$ cat config.mk
export PLATFORM = sky130hd
export DESIGN_NAME = ata_srst_ctrl
export DESIGN_NICKNAME = d
export VERILOG_FILES = /design/src/rtl/ata_srst_pkg.sv /design/src/rtl/ata_srst_port.sv /design/src/rtl/ata_srst_tick_timer.sv /design/src/rtl/ata_srst_deadline.sv /design/src/rtl/ata_srst_ctrl.sv
export SDC_FILE = /design/constraint.sdc
export NUM_CORES = 1
export LEC_CHECK = 0
export ABC_AREA = 1
export BUFFER_PORTS_ARGS = -buffer_cell sky130_fd_sc_hd__buf_2
export CAP_MARGIN = 20
export CELL_PAD_IN_SITES_DETAIL_PLACEMENT = 0
export CELL_PAD_IN_SITES_GLOBAL_PLACEMENT = 2
export CORE_ASPECT_RATIO = 0.6
export CORE_UTILIZATION = 29
export CTS_CLUSTER_DIAMETER = 50
export CTS_CLUSTER_SIZE = 20
export DETAILED_ROUTE_END_ITERATION = 10
export GPL_TIMING_DRIVEN = 0
export PLACE_DENSITY_LB_ADDON = 0.1
export SLEW_MARGIN = 25
export SYNTH_ARGS = -nofsm -noshare
export SYNTH_HDL_FRONTEND = slang
export SYNTH_SLANG_ARGS = --single-unit
$ cat constraint.sdc
create_clock -name clk -period 2.1 [get_ports clk]
set_input_delay 0.105 -clock clk [delete_from_list [all_inputs] [get_ports clk]]
set_output_delay 0.105 -clock clk [all_outputs]
set_load 0.1 [all_outputs]
$ cat src/rtl/ata_srst_pkg.sv
package ata_srst_pkg;

   localparam logic [3:0] RG_NSECT = 4'h2;
   localparam logic [3:0] RG_LBAL  = 4'h3;
   localparam logic [3:0] RG_DEV   = 4'h6;
   localparam logic [3:0] RG_STAT  = 4'h7;
   localparam logic [3:0] RG_CTL   = 4'hE;

   localparam logic [7:0] SEL_D0   = 8'hA0;
   localparam logic [7:0] SEL_D1   = 8'hB0;
   localparam logic [7:0] PAT_A    = 8'h55;
   localparam logic [7:0] PAT_B    = 8'hAA;
   localparam logic [7:0] RST_BIT  = 8'h04;
   localparam logic [7:0] FLOAT_V  = 8'hFF;
   localparam logic [7:0] SIG_ONE  = 8'h01;

   typedef enum logic [2:0] {
      PH_PROBE, PH_SEL0, PH_RST, PH_WAIT0,
      PH_D1SEL, PH_D1POLL, PH_WAIT1, PH_FIN
   } phase_t;

   typedef enum logic [1:0] {OP_WR = 2'd0, OP_RD = 2'd1, OP_DLY = 2'd2} op_kind_t;

   typedef struct packed {
      op_kind_t   kind;
      logic [3:0] rg;
      logic [7:0] data;
      logic       gap;
   } op_t;

   // Step program: phase and index select one register access or wait.
   function automatic op_t op_lookup(input phase_t ph, input logic [3:0] idx,
                                     input logic dev, input logic [7:0] base);
      op_t  o;
      logic swap;
      o    = '{kind: OP_WR, rg: RG_DEV, data: SEL_D0, gap: 1'b0};
      swap = (idx == 4'd3) || (idx == 4'd4);
      case (ph)
         PH_PROBE: begin
            if (idx == 4'd0) begin
               o.data = dev ? SEL_D1 : SEL_D0;
            end else if (idx <= 4'd6) begin
               o.rg   = idx[0] ? RG_NSECT : RG_LBAL;
               o.data = (idx[0] ^ swap) ? PAT_A : PAT_B;
            end else begin
               o.kind = OP_RD;
               o.rg   = (idx == 4'd7) ? RG_NSECT : RG_LBAL;
            end
         end
         PH_RST: begin
            o.rg = RG_CTL;
            if (idx == 4'd1 || idx == 4'd3) o.kind = OP_DLY;
            else if (idx == 4'd2)           o.data = base | RST_BIT;
            else                            o.data = base & ~RST_BIT;
         end
         PH_WAIT0, PH_WAIT1: begin
            o.kind = OP_RD;
            o.rg   = RG_STAT;
         end
         PH_D1SEL: o.data = SEL_D1;
         PH_D1POLL: begin
            if (idx == 4'd0) begin
               o.kind = OP_RD;
               o.rg   = RG_NSECT;
            end else if (idx == 4'd1) begin
               o.kind = OP_RD;
               o.rg   = RG_LBAL;
            end else begin
               o.kind = OP_DLY;
               o.gap  = 1'b1;
            end
         end
         PH_FIN: o.data = (idx == 4'd1) ? SEL_D1 : SEL_D0;
         default: o.data = SEL_D0;
      endcase
      return o;
   endfunction

endpackage

$ cat src/rtl/ata_srst_port.sv
module ata_srst_port
   import ata_srst_pkg::*;
(
   input  logic       clk,
   input  logic       rst_n,
   input  logic       issue,
   input  logic       issue_wr,
   input  logic [3:0] issue_reg,
   input  logic [7:0] issue_data,
   input  logic       acc_ack,
   output logic       acc_req,
   output logic       acc_wr,
   output logic [3:0] acc_reg,
   output logic [7:0] acc_wdata,
   output logic       op_done
);

   always_ff @(posedge clk or negedge rst_n) begin
      if (!rst_n) begin
         acc_req   <= 1'b0;
         acc_wr    <= 1'b0;
         acc_reg   <= RG_DEV;
         acc_wdata <= '0;
      end else if (issue) begin
         acc_req   <= 1'b1;
         acc_wr    <= issue_wr;
         acc_reg   <= issue_reg;
         acc_wdata <= issue_data;
      end else if (acc_req && acc_ack) begin
         acc_req   <= 1'b0;
      end
   end

   assign op_done = acc_req & acc_ack;

endmodule

$ cat src/rtl/ata_srst_tick_timer.sv
module ata_srst_tick_timer #(
   parameter int W = 8
) (
   input  logic         clk,
   input  logic         rst_n,
   input  logic         load,
   input  logic [W-1:0] len,
   input  logic         tick,
   output logic         expired
);

   logic [W-1:0] cnt;

   always_ff @(posedge clk or negedge rst_n) begin
      if (!rst_n)                cnt <= '0;
      else if (load)             cnt <= len;
      else if (tick && cnt != 0) cnt <= cnt - 1'b1;
   end

   assign expired = (cnt == '0) && !load;

endmodule

$ cat src/rtl/ata_srst_deadline.sv
module ata_srst_deadline #(
   parameter int W = 16
) (
   input  logic         clk,
   input  logic         rst_n,
   input  logic         clr,
   input  logic         run,
   input  logic         tick,
   input  logic [W-1:0] limit,
   output logic         expired
);

   logic [W-1:0] cnt;

   always_ff @(posedge clk or negedge rst_n) begin
      if (!rst_n)                          cnt <= '0;
      else if (clr)                        cnt <= '0;
      else if (run && tick && cnt < limit) cnt <= cnt + 1'b1;
   end

   assign expired = (cnt >= limit);

endmodule

$ cat src/rtl/ata_srst_ctrl.sv
module ata_srst_ctrl
   import ata_srst_pkg::*;
#(
   parameter int RST_TICKS = 20,
   parameter int GAP_TICKS = 50,
   parameter int DL_W      = 16,
   parameter int DEV1_EN   = 1
) (
   input  logic            clk,
   input  logic            rst_n,
   input  logic            start,
   input  logic            slave_ok,
   input  logic [7:0]      ctl_base,
   input  logic [DL_W-1:0] dl_ticks,
   input  logic            tick,
   output logic            acc_req,
   output logic            acc_wr,
   output logic [3:0]      acc_reg,
   output logic [7:0]      acc_wdata,
   input  logic            acc_ack,
   input  logic [7:0]      acc_rdata,
   output logic [1:0]      dev_present,
   output logic            done,
   output logic            err
);

   localparam int T_MAX = (RST_TICKS > GAP_TICKS) ? RST_TICKS : GAP_TICKS;
   localparam int TW    = $clog2(T_MAX + 1);

   generate
      if (RST_TICKS < 1 || GAP_TICKS < 1) begin : g_bad_len
         $error("wait lengths must be at least one tick");
      end
      if (DL_W < 2 || DL_W > 32) begin : g_bad_dl
         $error("deadline width out of range");
      end
   endgenerate

   typedef enum logic [1:0] {ST_IDLE, ST_RUN, ST_ACC, ST_DLY} state_t;

   state_t     state;
   phase_t     phase, nxt_phase;
   logic [3:0] idx, nxt_idx;
   logic       dev_q, nxt_dev;
   logic       try_q, nxt_try;
   logic [7:0] nsect_q, nxt_nsect;
   logic [1:0] mask_q, nxt_mask;
   logic       done_q, err_q;
   logic       finish, dl_start;
   logic       slave_en;
   logic       op_done, tmr_exp, dl_exp;
   logic       running;
   op_t        op;

   generate
      if (DEV1_EN != 0) begin : g_dev1
         assign slave_en = slave_ok;
      end else begin : g_single
         assign slave_en = slave_ok & 1'b0;
      end
   endgenerate

   assign op = op_lookup(phase, idx, dev_q, ctl_base);

   logic dl_phase, abort, adv, issue, tmr_load;
   assign dl_phase = (phase == PH_WAIT0) || (phase == PH_D1SEL) ||
                     (phase == PH_D1POLL) || (phase == PH_WAIT1);
   assign abort    = dl_phase && dl_exp && (state == ST_RUN || state == ST_DLY);
   assign adv      = (state == ST_ACC && op_done) || (state == ST_DLY && tmr_exp && !abort);
   assign issue    = (state == ST_RUN) && !abort && (op.kind != OP_DLY);
   assign tmr_load = (state == ST_RUN) && !abort && (op.kind == OP_DLY);
   assign running  = (state != ST_IDLE);

   ata_srst_port u_port (
      .clk(clk), .rst_n(rst_n), .issue(issue), .issue_wr(op.kind == OP_WR),
      .issue_reg(op.rg), .issue_data(op.data), .acc_ack(acc_ack),
      .acc_req(acc_req), .acc_wr(acc_wr), .acc_reg(acc_reg),
      .acc_wdata(acc_wdata), .op_done(op_done)
   );

   ata_srst_tick_timer #(.W(TW)) u_wait (
      .clk(clk), .rst_n(rst_n), .load(tmr_load),
      .len(op.gap ? TW'(GAP_TICKS) : TW'(RST_TICKS)),
      .tick(tick), .expired(tmr_exp)
   );

   ata_srst_deadline #(.W(DL_W)) u_dl (
      .clk(clk), .rst_n(rst_n), .clr(dl_start & adv), .run(dl_phase),
      .tick(tick), .limit(dl_ticks), .expired(dl_exp)
   );

   // Next step, evaluated when the current step completes.
   always_comb begin
      nxt_phase = phase;
      nxt_idx   = idx;
      nxt_dev   = dev_q;
      nxt_try   = try_q;
      nxt_nsect = nsect_q;
      nxt_mask  = mask_q;
      finish    = 1'b0;
      dl_start  = 1'b0;
      case (phase)
         PH_PROBE: begin
            if (idx == 4'd7) nxt_nsect = acc_rdata;
            if (idx != 4'd8) begin
               nxt_idx = idx + 4'd1;
            end else begin
               nxt_mask[dev_q] = (nsect_q == PAT_A) && (acc_rdata == PAT_B);
               nxt_idx = 4'd0;
               if (!dev_q && slave_en) begin
                  nxt_dev = 1'b1;
               end else begin
                  nxt_dev   = 1'b0;
                  nxt_phase = PH_SEL0;
               end
            end
         end
         PH_SEL0: begin
            nxt_phase = PH_RST;
            nxt_idx   = 4'd0;
         end
         PH_RST: begin
            if (idx != 4'd4) begin
               nxt_idx = idx + 4'd1;
            end else begin
               nxt_phase = PH_WAIT0;
               nxt_idx   = 4'd0;
               dl_start  = 1'b1;
            end
         end
         PH_WAIT0: begin
            if (acc_rdata == FLOAT_V) begin
               nxt_mask = 2'b00;
               finish   = 1'b1;
            end else if (!acc_rdata[7]) begin
               nxt_phase = mask_q[1] ? PH_D1SEL : PH_FIN;
            end
         end
         PH_D1SEL: begin
            nxt_phase = PH_D1POLL;
            nxt_idx   = 4'd0;
            nxt_try   = 1'b0;
         end
         PH_D1POLL: begin
            if (idx == 4'd0) begin
               nxt_nsect = acc_rdata;
               nxt_idx   = 4'd1;
            end else if (idx == 4'd1) begin
               if (nsect_q == SIG_ONE && acc_rdata == SIG_ONE) begin
                  nxt_phase = PH_WAIT1;
                  nxt_idx   = 4'd0;
               end else begin
                  nxt_idx = 4'd2;
               end
            end else begin
               nxt_idx = 4'd0;
               if (try_q) nxt_phase = PH_WAIT1;
               else       nxt_try   = 1'b1;
            end
         end
         PH_WAIT1: begin
            if (acc_rdata == FLOAT_V) begin
               nxt_mask[1] = 1'b0;
               nxt_phase   = PH_FIN;
            end else if (!acc_rdata[7]) begin
               nxt_phase = PH_FIN;
            end
         end
         PH_FIN: begin
            if (idx != 4'd2) nxt_idx = idx + 4'd1;
            else             finish  = 1'b1;
         end
         default: finish = 1'b1;
      endcase
   end

   always_ff @(posedge clk or negedge rst_n) begin
      if (!rst_n) begin
         state   <= ST_IDLE;
         phase   <= PH_PROBE;
         idx     <= '0;
         dev_q   <= 1'b0;
         try_q   <= 1'b0;
         nsect_q <= '0;
         mask_q  <= '0;
         done_q  <= 1'b0;
         err_q   <= 1'b0;
      end else begin
         done_q <= 1'b0;
         case (state)
            ST_IDLE: begin
               if (start) begin
                  state  <= ST_RUN;
                  phase  <= PH_PROBE;
                  idx    <= '0;
                  dev_q  <= 1'b0;
                  try_q  <= 1'b0;
                  mask_q <= '0;
                  err_q  <= 1'b0;
               end
            end
            ST_RUN: begin
               if (abort) begin
                  err_q  <= 1'b1;
                  done_q <= 1'b1;
                  state  <= ST_IDLE;
               end else if (op.kind == OP_DLY) begin
                  state <= ST_DLY;
               end else begin
                  state <= ST_ACC;
               end
            end
            default: begin
               if (abort) begin
                  err_q  <= 1'b1;
                  done_q <= 1'b1;
                  state  <= ST_IDLE;
               end else if (adv) begin
                  phase   <= nxt_phase;
                  idx     <= nxt_idx;
                  dev_q   <= nxt_dev;
                  try_q   <= nxt_try;
                  nsect_q <= nxt_nsect;
                  mask_q  <= nxt_mask;
                  if (finish) begin
                     done_q <= 1'b1;
                     state  <= ST_IDLE;
                  end else begin
                     state <= ST_RUN;
                  end
               end
            end
         endcase
      end
   end

   assign dev_present = mask_q;
   assign done        = done_q;
   assign err         = err_q;

endmodule

==> flow_summary_export.csv <==
group,metric,value,unit
setup_path,crit_start,"u_dl.cnt[13]",
synthesis,synth_commonest_cells,"184 x nand2_1, 86 x inv_1, 57 x dfrtp_1",
clocking,cts_max_level,3,
cells_and_area,synthToLayoutAreaGrowth,40.2,%
grt,gr-total-overflow,0,
place,dp_hpwl,10100,µm
floorplan,die-area,14900,µm²
setup_path,crit_family,"simple AND/OR/NAND/NOR gates",
sta,rsz0062_at_grt,"true",
setup_path,critPathArrivalTime,2400,ps
synthesis,synth_largest_area_cell,"dfrtp_1",
drt,drt_iter0_drc,205,
cells_and_area,largest_register_ffs,16,
power_and_ir_drop,p_switching,3680,µW
place,place_congestion,0.838,
power_and_ir_drop,fin_total_pwr,7200,µW
sta,clock_skew,8.29,ps
place,place_area,4710,µm²
grt,groute.usage.overall,19.3,%
clocking,ctsRootBufferMaster,"clkbuf_16",
synthesis,synth_async_sr_flop_share,100,%
synthesis,syn_avg_cell_area,6.98,µm²
drt,antenna_left,0,
cells_and_area,n_antenna_cell,0,
setup_path,startpoint_type,"flip-flop",
setup_path,worstPathRequired,2320,ps
sta,hold_viol_final,0,
setup_path,cp_slowest_cell,"dfrtp_1",
floorplan,io-pin-count,56,
place,dp.cells,844,
power_and_ir_drop,internal_power,3520,µW
grt,grt_antenna_before_repair,0,
clocking,clock_latency,330,ps
power_and_ir_drop,powerDensity,1230,nW/µm²
sta,finalSetupViolCount,33,
clocking,cts_made_buffers,9,
synthesis,synth_seq_area_share,34.8,%
place,portBuffers,53,
synthesis,synth_ff_type,"dfrtp_1",
cells_and_area,top_register,"u_dl.cnt",
drt,avgRoutedWirePerCell,15.1,µm
setup_path,crit_buf_inv,0,
synthesis,synth.top_cell.area_share,34.2,%
job,cap_violations,0,
setup_path,end_kind,"flip-flop",
setup_path,path_cells,"ha_4, a21oi_1, nor2_1, nor2_4, nand2_2, nor2_4, nand2_2, nand2_4, nand2_4, nand2_8, nand3b_1, nand2_1, nor2_1",
synthesis,synth-seq-cells,58,
grt,grt_pass1_vias,3947,
setup_path,r2r-start,"u_dl.cnt[13]",
outcome,status,"complete, but fails checks",
cells_and_area,nNetsFinal,766,
sta,drv_slew,0,
floorplan,fp.dieW,157,µm
clocking,tritoncts,"done",
cells_and_area,layout-drive-gt1-share,32.8,%
power_and_ir_drop,p_comb_share,56.9,%
cells_and_area,top_regs,"u_dl.cnt: 16 flops, nsect_q: 8 flops, u_port.acc_wdata: 8 flops",
clocking,clk_pin_slew,60,ps
sta,tightest_slew,599,ps
synthesis,ys_types,41,
floorplan,start_util,30.2,%
drt,via_per_inst,4.63,
sta,fmax,458,MHz
power_and_ir_drop,seqPwrFrac,24.5,%
clocking,clk_path_buf_depth,2,
setup_path,path_class,"reg2reg",
synthesis,synth_area_leaders,"dfrtp_1 34%, nand2_1 17%, inv_1 7.7%",
cells_and_area,stdcell_count,903,
cells_and_area,n_fill_cell,1455,
floorplan,std_cell_rows,33,
power_and_ir_drop,ir_drop,467,µV
drt,num_vias,4185,
floorplan,core-area,13800,µm²
sta,worst_slack,-81.7,ps
sta,hold_ws,63.6,ps
power_and_ir_drop,power_leakage,0.00301,µW
min_path,timing.hold.worst.start,"acc_rdata[3]",
synthesis,syn_inst,598,
sta,slew_headroom,59.6,%
synthesis,yosysMostFrequentCell,"nand2_1",
power_and_ir_drop,clkPwrFrac,18.6,%
synthesis,syn_area,4170,µm²
grt,grt_max_degree,47,
sta,fin_crit,2180,ps
drt,wl,13700,µm
min_path,hold_path.class,"in2reg",
setup_path,slowest_delay,410,ps
power_and_ir_drop,p_sw_share,51.2,%
outcome,violations,"negative setup slack",
synthesis,yosys_warnings,0,
cells_and_area,design_area,5850,µm²
floorplan,die_h,94.9,µm
sta,tns,-1130,ps
drt,drtPass1Iterations,4,
sta,final.period_utilization,104,%
clocking,cts.sinks,58,
setup_path,crit_fanout,6,
synthesis,synth_edf_count,0,
grt,grt_pass1_wl,21500,µm
drt,drc,0,
synthesis,syn_nets,658,
power by group through the flow:
stage | registers [µW] | clock network (µW) | logic (µW)
floorplan | 2430 | 0 | 1900
global placement | 1750 | 0 | 3400
detailed placement | 1760 | 0 | 3420
CTS | 1740 | 1390 | 3750
global route | 1810 | 1440 | 4500
finish | 1770 | 1340 | 4100
per-layer routing:
metal / GRT usage, % / vias to the layer above / share of wire, %
met4: 4.25 / 0 / 0.22
met2: 23.8 / 89 / 36
met3: 3.63 / 2 / 5.1
li1: - / 2152 / -
met5: 0 / - / 0
met1: 32.3 / 1942 / 59
tightest hold or removal path, stage by stage:
cell     delay [ps]
buf_2           120
nand3_1          80
nand2_1          50
logic make-up (layout without fill, tap and decap cells):
logic type               count (synthesis)  after routing  synth area share (%)
AND/OR/NAND/NOR                        344            345                  37.0
other                                    1              1                0.0899
adder cells (fa/ha/maj)                 22             22                  6.60
buffers and inverters                  105            217                  10.6
XOR/XNOR                                13             13                  2.73
AO/OA/AOI/OAI                           55             55                  8.16
flip-flops                              58             58                  34.8
layout make-up:
type / instances / area [µm²] / area share (%)
Clock inverter: 5 / 31.3 / 0.535
Inverter: 93 / 355 / 6.07
Buffer: 11 / 104 / 1.77
Tap cell: 192 / 240 / 4.11
Sequential cell: 58 / 1460 / 25.0
Clock buffer: 11 / 233 / 3.98
Multi-Input combinational cell: 436 / 2750 / 47.0
Timing Repair Buffer: 97 / 677 / 11.6
stage by stage:
stage,setup slack (ps),util [%]
6_report,-81.7,42.3
3_3_place_gp,-544,33.8
5_1_grt,-206,42.3
3_5_place_dp,-510,34.0
2_1_floorplan,57.2,-
4_1_cts,-106,40.1
final timing paths:
check	end	slack (ps)	depth (start not counted)
worst max register to register	u_dl.cnt[4]	-80	13
max in group asynchronous	idx[0]	1390	3
min in group asynchronous	u_wait.cnt[3]	170	2
worst min register to register	u_port.acc_reg[2]	460	2
worst max-delay path	u_dl.cnt[4]	-80	13
worst min-delay path	nsect_q[3]	60	3
cell usage in the layout, fill, tap and decap left out, types with 7 or more instances in the layout:
master	Yosys	layout
nand3_1	49	36
dfrtp_2	0	8
xor2_1	9	9
nand3_2	2	13
ha_4	0	9
o21ai_2	8	9
o21ai_0	20	17
inv_2	7	8
nand2_2	2	21
nor2_2	3	8
buf_2	3	55
clkbuf_16	0	9
dfrtp_1	57	49
nor2_4	1	11
inv_1	86	83
ha_1	22	13
nand2_4	5	10
nor2_1	48	33
nand4_1	21	21
nand2_1	184	157
a21oi_1	12	10
nor3_1	15	12
buf_6	2	7
buf_4	5	37
nor4_1	7	7
what timing repair did:
item,4_1_cts,5_1_grt
endpoints found under the hold margin,58,0
endpoints found under the setup margin,57,56
gates resized for setup,69,55
setup buffers,30,7
cloned,3,2
pin swaps,27,27
hold buffers,2,0
Power figures use the tool's default switching activity.
